### config.mk
export PLATFORM = sky130hd
export DESIGN_NAME = cpreg_bank_ctrl
export DESIGN_NICKNAME = d
export VERILOG_FILES = /design/src/rtl/cpreg_pkg.sv /design/src/rtl/cpreg_decode.sv /design/src/rtl/cpreg_policy.sv /design/src/rtl/cpreg_bank.sv /design/src/rtl/cpreg_bank_ctrl.sv
export SDC_FILE = /design/constraint.sdc
export NUM_CORES = 1
export LEC_CHECK = 0
export ABC_AREA = 1
export ABC_CLOCK_PERIOD_IN_PS = 1200
export BUFFER_PORTS_ARGS = -buffer_cell sky130_fd_sc_hd__buf_4
export CAP_MARGIN = 20
export CORE_UTILIZATION = 40
export DETAILED_ROUTE_END_ITERATION = 8
export PLACE_DENSITY = 0.63
export SLEW_MARGIN = 5
export SYNTH_ARGS = -nofsm -noshare
export SYNTH_HDL_FRONTEND = slang
export SYNTH_SLANG_ARGS = --single-unit
### constraint.sdc
create_clock -name clk_i -period 1.2 [get_ports clk_i]
set_input_delay 0.06 -clock clk_i [delete_from_list [all_inputs] [get_ports clk_i]]
set_output_delay 0.06 -clock clk_i [all_outputs]
set_load 0.01 [all_outputs]
### src/rtl/cpreg_pkg.sv
package cpreg_pkg;
  localparam int unsigned DATA_W = 32;
  localparam int unsigned SYN_W  = 8;

  typedef enum logic [1:0] {
    RSP_OK     = 2'd0,
    RSP_UNDEF  = 2'd1,
    RSP_HYP32  = 2'd2,
    RSP_HYP64  = 2'd3
  } rsp_code_e;

  localparam int unsigned BANK_SEC = 0;
  localparam int unsigned BANK_NS  = 1;
endpackage

### src/rtl/cpreg_decode.sv
module cpreg_decode #(
  parameter logic [3:0] MATCH_CP   = 4'd15,
  parameter logic [2:0] MATCH_OPC1 = 3'd0,
  parameter logic [3:0] MATCH_CRN  = 4'd10,
  parameter logic [3:0] MATCH_CRM  = 4'd3,
  parameter logic [2:0] MATCH_OPC2 = 3'd0
) (
  input  logic       valid_i,
  input  logic [3:0] cp_i,
  input  logic [2:0] opc1_i,
  input  logic [3:0] crn_i,
  input  logic [3:0] crm_i,
  input  logic [2:0] opc2_i,
  output logic       hit_o
);
  logic enc_eq;
  assign enc_eq = (cp_i == MATCH_CP) && (opc1_i == MATCH_OPC1) &&
                  (crn_i == MATCH_CRN) && (crm_i == MATCH_CRM) &&
                  (opc2_i == MATCH_OPC2);
  assign hit_o = valid_i && enc_eq;
endmodule

### src/rtl/cpreg_policy.sv
module cpreg_policy
  import cpreg_pkg::*;
#(
  parameter int unsigned NUM_BANKS = 2,
  parameter int unsigned UNBANKED_IDX = BANK_NS,
  parameter logic [SYN_W-1:0] HYP_SYN = 8'h03,
  localparam int unsigned IDX_W = (NUM_BANKS > 1) ? $clog2(NUM_BANKS) : 1
) (
  input  logic             write_i,
  input  logic [1:0]       priv_lvl_i,
  input  logic             hyp_en_i,
  input  logic             hyp_is32_i,
  input  logic             top_present_i,
  input  logic             top_is32_i,
  input  logic             ns_i,
  input  logic             trap_reg_i,
  input  logic             trap_vm_rd_i,
  input  logic             trap_vm_wr_i,
  input  logic             sec_lock_a_i,
  input  logic             sec_lock_b_i,
  output rsp_code_e        code_o,
  output logic [SYN_W-1:0] syn_o,
  output logic [IDX_W-1:0] bank_o
);
  logic       vm_trap;
  logic [IDX_W-1:0] low_bank;
  rsp_code_e  trap_kind;

  assign vm_trap   = write_i ? trap_vm_wr_i : trap_vm_rd_i;
  assign trap_kind = hyp_is32_i ? RSP_HYP32 : RSP_HYP64;
  // levels 1/2: banked non-secure copy with a 32-bit top level, else the unbanked view
  assign low_bank  = (top_present_i && top_is32_i) ? IDX_W'(BANK_NS) : IDX_W'(UNBANKED_IDX);

  always_comb begin
    code_o = RSP_OK;
    bank_o = low_bank;
    unique case (priv_lvl_i)
      2'd0: code_o = RSP_UNDEF;
      2'd1: begin
        if (hyp_en_i && trap_reg_i)   code_o = trap_kind;
        else if (hyp_en_i && vm_trap) code_o = trap_kind;
      end
      2'd2: ;
      default: begin
        bank_o = ns_i ? IDX_W'(BANK_NS) : IDX_W'(BANK_SEC);
        if (!ns_i && write_i && (sec_lock_a_i || sec_lock_b_i)) code_o = RSP_UNDEF;
      end
    endcase
  end

  assign syn_o = (code_o == RSP_HYP32 || code_o == RSP_HYP64) ? HYP_SYN : '0;
endmodule

### src/rtl/cpreg_bank.sv
module cpreg_bank #(
  parameter int unsigned DATA_W = 32,
  parameter int unsigned NUM_BANKS = 2,
  localparam int unsigned IDX_W = (NUM_BANKS > 1) ? $clog2(NUM_BANKS) : 1
) (
  input  logic                        clk_i,
  input  logic                        rst_ni,
  input  logic                        we_i,
  input  logic [IDX_W-1:0]            sel_i,
  input  logic [DATA_W-1:0]           wdata_i,
  output logic [DATA_W-1:0]           rdata_o,
  output logic [NUM_BANKS*DATA_W-1:0] flat_o
);
  logic [DATA_W-1:0] copy_q [NUM_BANKS];

  for (genvar g = 0; g < NUM_BANKS; g++) begin : g_copy
    always_ff @(posedge clk_i or negedge rst_ni) begin
      if (!rst_ni)                               copy_q[g] <= '0;
      else if (we_i && (sel_i == IDX_W'(g)))     copy_q[g] <= wdata_i;
    end
    assign flat_o[g*DATA_W +: DATA_W] = copy_q[g];
  end

  always_comb begin
    rdata_o = '0;
    for (int i = 0; i < NUM_BANKS; i++)
      if (sel_i == IDX_W'(i)) rdata_o = copy_q[i];
  end
endmodule

### src/rtl/cpreg_bank_ctrl.sv
module cpreg_bank_ctrl
  import cpreg_pkg::*;
#(
  parameter int unsigned NUM_BANKS = 2,
  localparam int unsigned IDX_W = (NUM_BANKS > 1) ? $clog2(NUM_BANKS) : 1
) (
  input  logic              clk_i,
  input  logic              rst_ni,
  input  logic              req_valid_i,
  input  logic              req_write_i,
  input  logic [3:0]        req_cp_i,
  input  logic [2:0]        req_opc1_i,
  input  logic [3:0]        req_crn_i,
  input  logic [3:0]        req_crm_i,
  input  logic [2:0]        req_opc2_i,
  input  logic [DATA_W-1:0] req_wdata_i,
  input  logic [1:0]        priv_lvl_i,
  input  logic              hyp_en_i,
  input  logic              hyp_is32_i,
  input  logic              top_present_i,
  input  logic              top_is32_i,
  input  logic              ns_i,
  input  logic              trap_reg_i,
  input  logic              trap_vm_rd_i,
  input  logic              trap_vm_wr_i,
  input  logic              sec_lock_a_i,
  input  logic              sec_lock_b_i,
  output logic              rsp_valid_o,
  output logic [1:0]        rsp_code_o,
  output logic [SYN_W-1:0]  rsp_syn_o,
  output logic [DATA_W-1:0] rsp_rdata_o
);
  logic                        hit;
  rsp_code_e                   code;
  logic [SYN_W-1:0]            syn;
  logic [IDX_W-1:0]            bank_sel;
  logic [DATA_W-1:0]           bank_rdata;
  logic [NUM_BANKS*DATA_W-1:0] bank_flat;
  logic                        do_write;

  cpreg_decode u_dec (
    .valid_i (req_valid_i),
    .cp_i    (req_cp_i),
    .opc1_i  (req_opc1_i),
    .crn_i   (req_crn_i),
    .crm_i   (req_crm_i),
    .opc2_i  (req_opc2_i),
    .hit_o   (hit)
  );

  cpreg_policy #(.NUM_BANKS(NUM_BANKS)) u_pol (
    .write_i       (req_write_i),
    .priv_lvl_i    (priv_lvl_i),
    .hyp_en_i      (hyp_en_i),
    .hyp_is32_i    (hyp_is32_i),
    .top_present_i (top_present_i),
    .top_is32_i    (top_is32_i),
    .ns_i          (ns_i),
    .trap_reg_i    (trap_reg_i),
    .trap_vm_rd_i  (trap_vm_rd_i),
    .trap_vm_wr_i  (trap_vm_wr_i),
    .sec_lock_a_i  (sec_lock_a_i),
    .sec_lock_b_i  (sec_lock_b_i),
    .code_o        (code),
    .syn_o         (syn),
    .bank_o        (bank_sel)
  );

  assign do_write = hit && req_write_i && (code == RSP_OK);

  cpreg_bank #(.DATA_W(DATA_W), .NUM_BANKS(NUM_BANKS)) u_bank (
    .clk_i   (clk_i),
    .rst_ni  (rst_ni),
    .we_i    (do_write),
    .sel_i   (bank_sel),
    .wdata_i (req_wdata_i),
    .rdata_o (bank_rdata),
    .flat_o  (bank_flat)
  );

  always_ff @(posedge clk_i or negedge rst_ni) begin
    if (!rst_ni) begin
      rsp_valid_o <= 1'b0;
      rsp_code_o  <= RSP_OK;
      rsp_syn_o   <= '0;
      rsp_rdata_o <= '0;
    end else begin
      rsp_valid_o <= hit;
      if (hit) begin
        rsp_code_o  <= code;
        rsp_syn_o   <= syn;
        rsp_rdata_o <= (!req_write_i && code == RSP_OK) ? bank_rdata : '0;
      end
    end
  end
endmodule

==> out/metrics.csv <==
stage,metric,value,unit
routing,drc,0,
routing,first_pass_iters,4,
routing,num_vias,4483,
critical_path,reg2regPathDepth,4,
global_routing,grt_pass1_vias,4493,
global_routing,grt_pass1_wl,21300,um
timing,hold_viol_final,0,
critical_path,worstPathRequired,1470,ps
placed_design,gp_congestion,0.812,
cts,cts-htree-levels,3,
placed_design,dp_hpwl,7840,um
global_routing,grtUsageMet3,3.29,%
timing,timing.fmax,951,MHz
timing,clock_skew,8.57,ps
global_routing,antenna_found_initial,0,
routing,drt-total-wl,12400,um
pwr,p_int,0.00518,W
routing,wl_per_cell,13.7,um
synthesis,synth_xor_area_share,0,%
global_routing,busiest_layer,met2,
finish,finalInstanceArea,0.00646,mm^2
die,dieArea,0.0129,mm^2
critical_path,critPathKind,in2reg,
die,io_pins,109,
cts,cts_resized,0,
flow_run,drv_cap,0,
synthesis,yosys-top-cells-count,"nand2_1 (302), dfrtp_1 (100), nand4_1 (67)",
routing,ant_nets,0,
cts,clock_sinks,100,
pwr,switching_share,23.4,%
die,core_area,0.0121,mm^2
global_routing,grt.total_usage,20.5,%
global_routing,grt-ovfl-total,0,
outcome,status,"complete, no violations",
pwr,ir_drop,0.692,mV
die,start_util,41.3,%
timing,rsz0062_at_grt,no,
synthesis,ys_ff_latch,100,
cts,numCtsBuffers,9,
synthesis,ys.flop_type,dfrtp_1,
critical_path,crit_end,rsp_rdata_o[12],
min_path,holdCritPathClass,in2reg,
synthesis,synth_area_per_cell,8.10,um^2
timing,post-route-min-period,1050,ps
cts,clk_path_buf_depth,2,
synthesis,syn_area,0.00500,mm^2
synthesis,synthSimpleGateAreaFrac,37.2,%
pwr,power.switching,0.00158,W
placed_design,placed_area,0.00586,mm^2
placed_design,io_buffers,100,
critical_path,rrSetupSlack,410,ps
critical_path,critical_path.startpoint,req_opc1_i[1],
cts,clk_latency,330,ps
synthesis,muxShareOfSynthArea,0,%
timing,drv_slew,0,
placed_design,dp.cells,858,
global_routing,met2_usage,36.2,%
cts,clk_pin_slew,70,ps
synthesis,ys_top_cells_by_area,"dfrtp_1 (50%), nand2_1 (23%), nand4_1 (8.4%), buf_6 (4.7%), a21oi_1 (3.2%)",
synthesis,synth_seq_area_share,50.1,%
synthesis,synth.largest_area_cell,dfrtp_1,
die,fp.dieH,114,um
synthesis,async_flop_share,100,%
finish,insertedDiodeCount,0,
pwr,power.share.clock,40.8,%
synthesis,synth_top_family_by_area,simple AND/OR/NAND/NOR gates,
finish,fill_cells,1166,
global_routing,grt_max_degree,67,
cts,cts_root_buf,clkbuf_16,
synthesis,syn_inst,617,
pwr,p_comb_share,9.3,%
routing,drtIter0Drc,199,
pwr,power_frac_seq,49.9,%
finish,syn_to_final_growth,29.3,%
synthesis,yosysWarningCount,0,
finish,drive_above_1_share,21.7,%
die,fp.dieW,114,um
finish,fin_nets,799,
synthesis,synth_compound_area_share,3.20,%
critical_path,rr_startpoint,u_bank.flat_o[44],
critical_path,worst-path-max-fanout,66,
critical_path,critPathLaunchType,primary input,
synthesis,post-synth-top-count-cell,nand2_1,
synthesis,synth_cell_types,24,
timing,timing.final.crit_share,87.7,%
die,num_rows,40,
cts,cts_tree,done,
timing,finalWorstSetupSlack,148,ps
finish,instances_no_fill,906,
synthesis,synth_fa_ha_area_share,0,%
pwr,p_leak,3.37,nW
critical_path,r2r_end,rsp_rdata_o[12],
placed_design,post-place-ws,-190,ps
global_routing,use_met1,25.9,%
timing,final-setup-viol-count,0,
synthesis,synth-edff-count,0,
critical_path,end_kind,flop,
pwr,power.density,1040,mW/mm^2
synthesis,synth_top_area_share,50.1,%
routing,vias_per_cell,4.95,
critical_path,crit_arrival,1330,ps
-- layout by cell type (no fill, tap or decap), types with 2 or more instances in the layout --
cell type,n
nand2_1,302
buf_4,108
dfrtp_1,100
nand4_1,67
a21oi_1,32
dlygate4sd3_1,32
nor2_1,19
inv_1,13
buf_12,11
nand2_2,9
clkbuf_16,9
conb_1,6
nand3_1,5
inv_2,5
nand3_2,4
nor3_4,2
nand4_4,2
clkbuf_8,2
clkinv_2,2
-- per-layer routing --
layer | wire (um) | up-vias
met2 | 6450 | 115
met4 | 199 | 0
li1 | - | 2215
met5 | 0 | -
met1 | 5370 | 2135
met3 | 425 | 18
-- worst min path at each step --
stage                          startpoint                end  cells after the start
after global placement             rst_ni    rsp_rdata_o[10]                      1
after global routing      req_wdata_i[25]  u_bank.flat_o[25]                      3
final                     req_wdata_i[25]  u_bank.flat_o[57]                      3
after detailed placement           rst_ni    rsp_rdata_o[10]                      1
after CTS                 req_wdata_i[25]  u_bank.flat_o[57]                      3
after floorplan                    rst_ni      rsp_code_o[0]                      0
-- worst max-delay path: stages --
cell and delay, ps:
buf_4 120, nor2_1 150, nand3_1 100, nor2_1 120, nand4_1 150, buf_12 250, a21oi_1 210, nand2_1 80
nand2_1 50
-- power by group through the flow --
stage	clock (W)	combinational, W	sequential (W)
CTS	0.00283	0.000633	0.00337
detailed placement	0	0.000550	0.00343
global route	0.00294	0.000687	0.00337
global placement	0	0.000535	0.00343
finish	0.00276	0.000627	0.00337
floorplan	0	0.000236	0.00343
-- registers in the layout (all words and copies together), names as in the netlist --
name	cells
rsp_valid_o	1
rsp_rdata_o	32
rsp_syn_o	1
rsp_code_o	2
u_bank.flat_o	64
-- stage by stage --
step	total power [W]	utilization [%]	TNS [ps]	hold WS, ps
floorplan	0.00367	-	0	-236
global placement	0.00397	48.3	-10980	-21.5
detailed placement	0.00398	48.3	-13890	-16.5
CTS	0.00683	53.4	0	12.8
global route	0.00700	53.4	0	27.8
finish	0.00675	53.4	0	19.1
-- kinds of logic after synthesis --
kind of cell | count (synthesis)
and+or+nand+nor | 415
DFF | 100
buffers and inverters | 69
AOI/OAI and AO/OA | 32
other | 1
-- timing repair --
| action | in CTS | in global routing |
|---|---|---|
| hold buffers | 32 | 0 |
| endpoints found under the hold margin | 158 | 0 |
| setup endpoints to repair | 0 | 0 |
| buffers inserted | 0 | 0 |
-- area by class of cell --
cell class	instances	area, um^2	share of cell area (%)
flip-flops and latches	100	2500	38.7
well taps	168	210	3.25
multi-input cells	453	2040	31.6
repair buffers	151	1350	20.9
clock buffers	11	253	3.91
clock inverters	5	35.0	0.542
inverters	18	67.6	1.05
(Power assumes the default switching activity.)
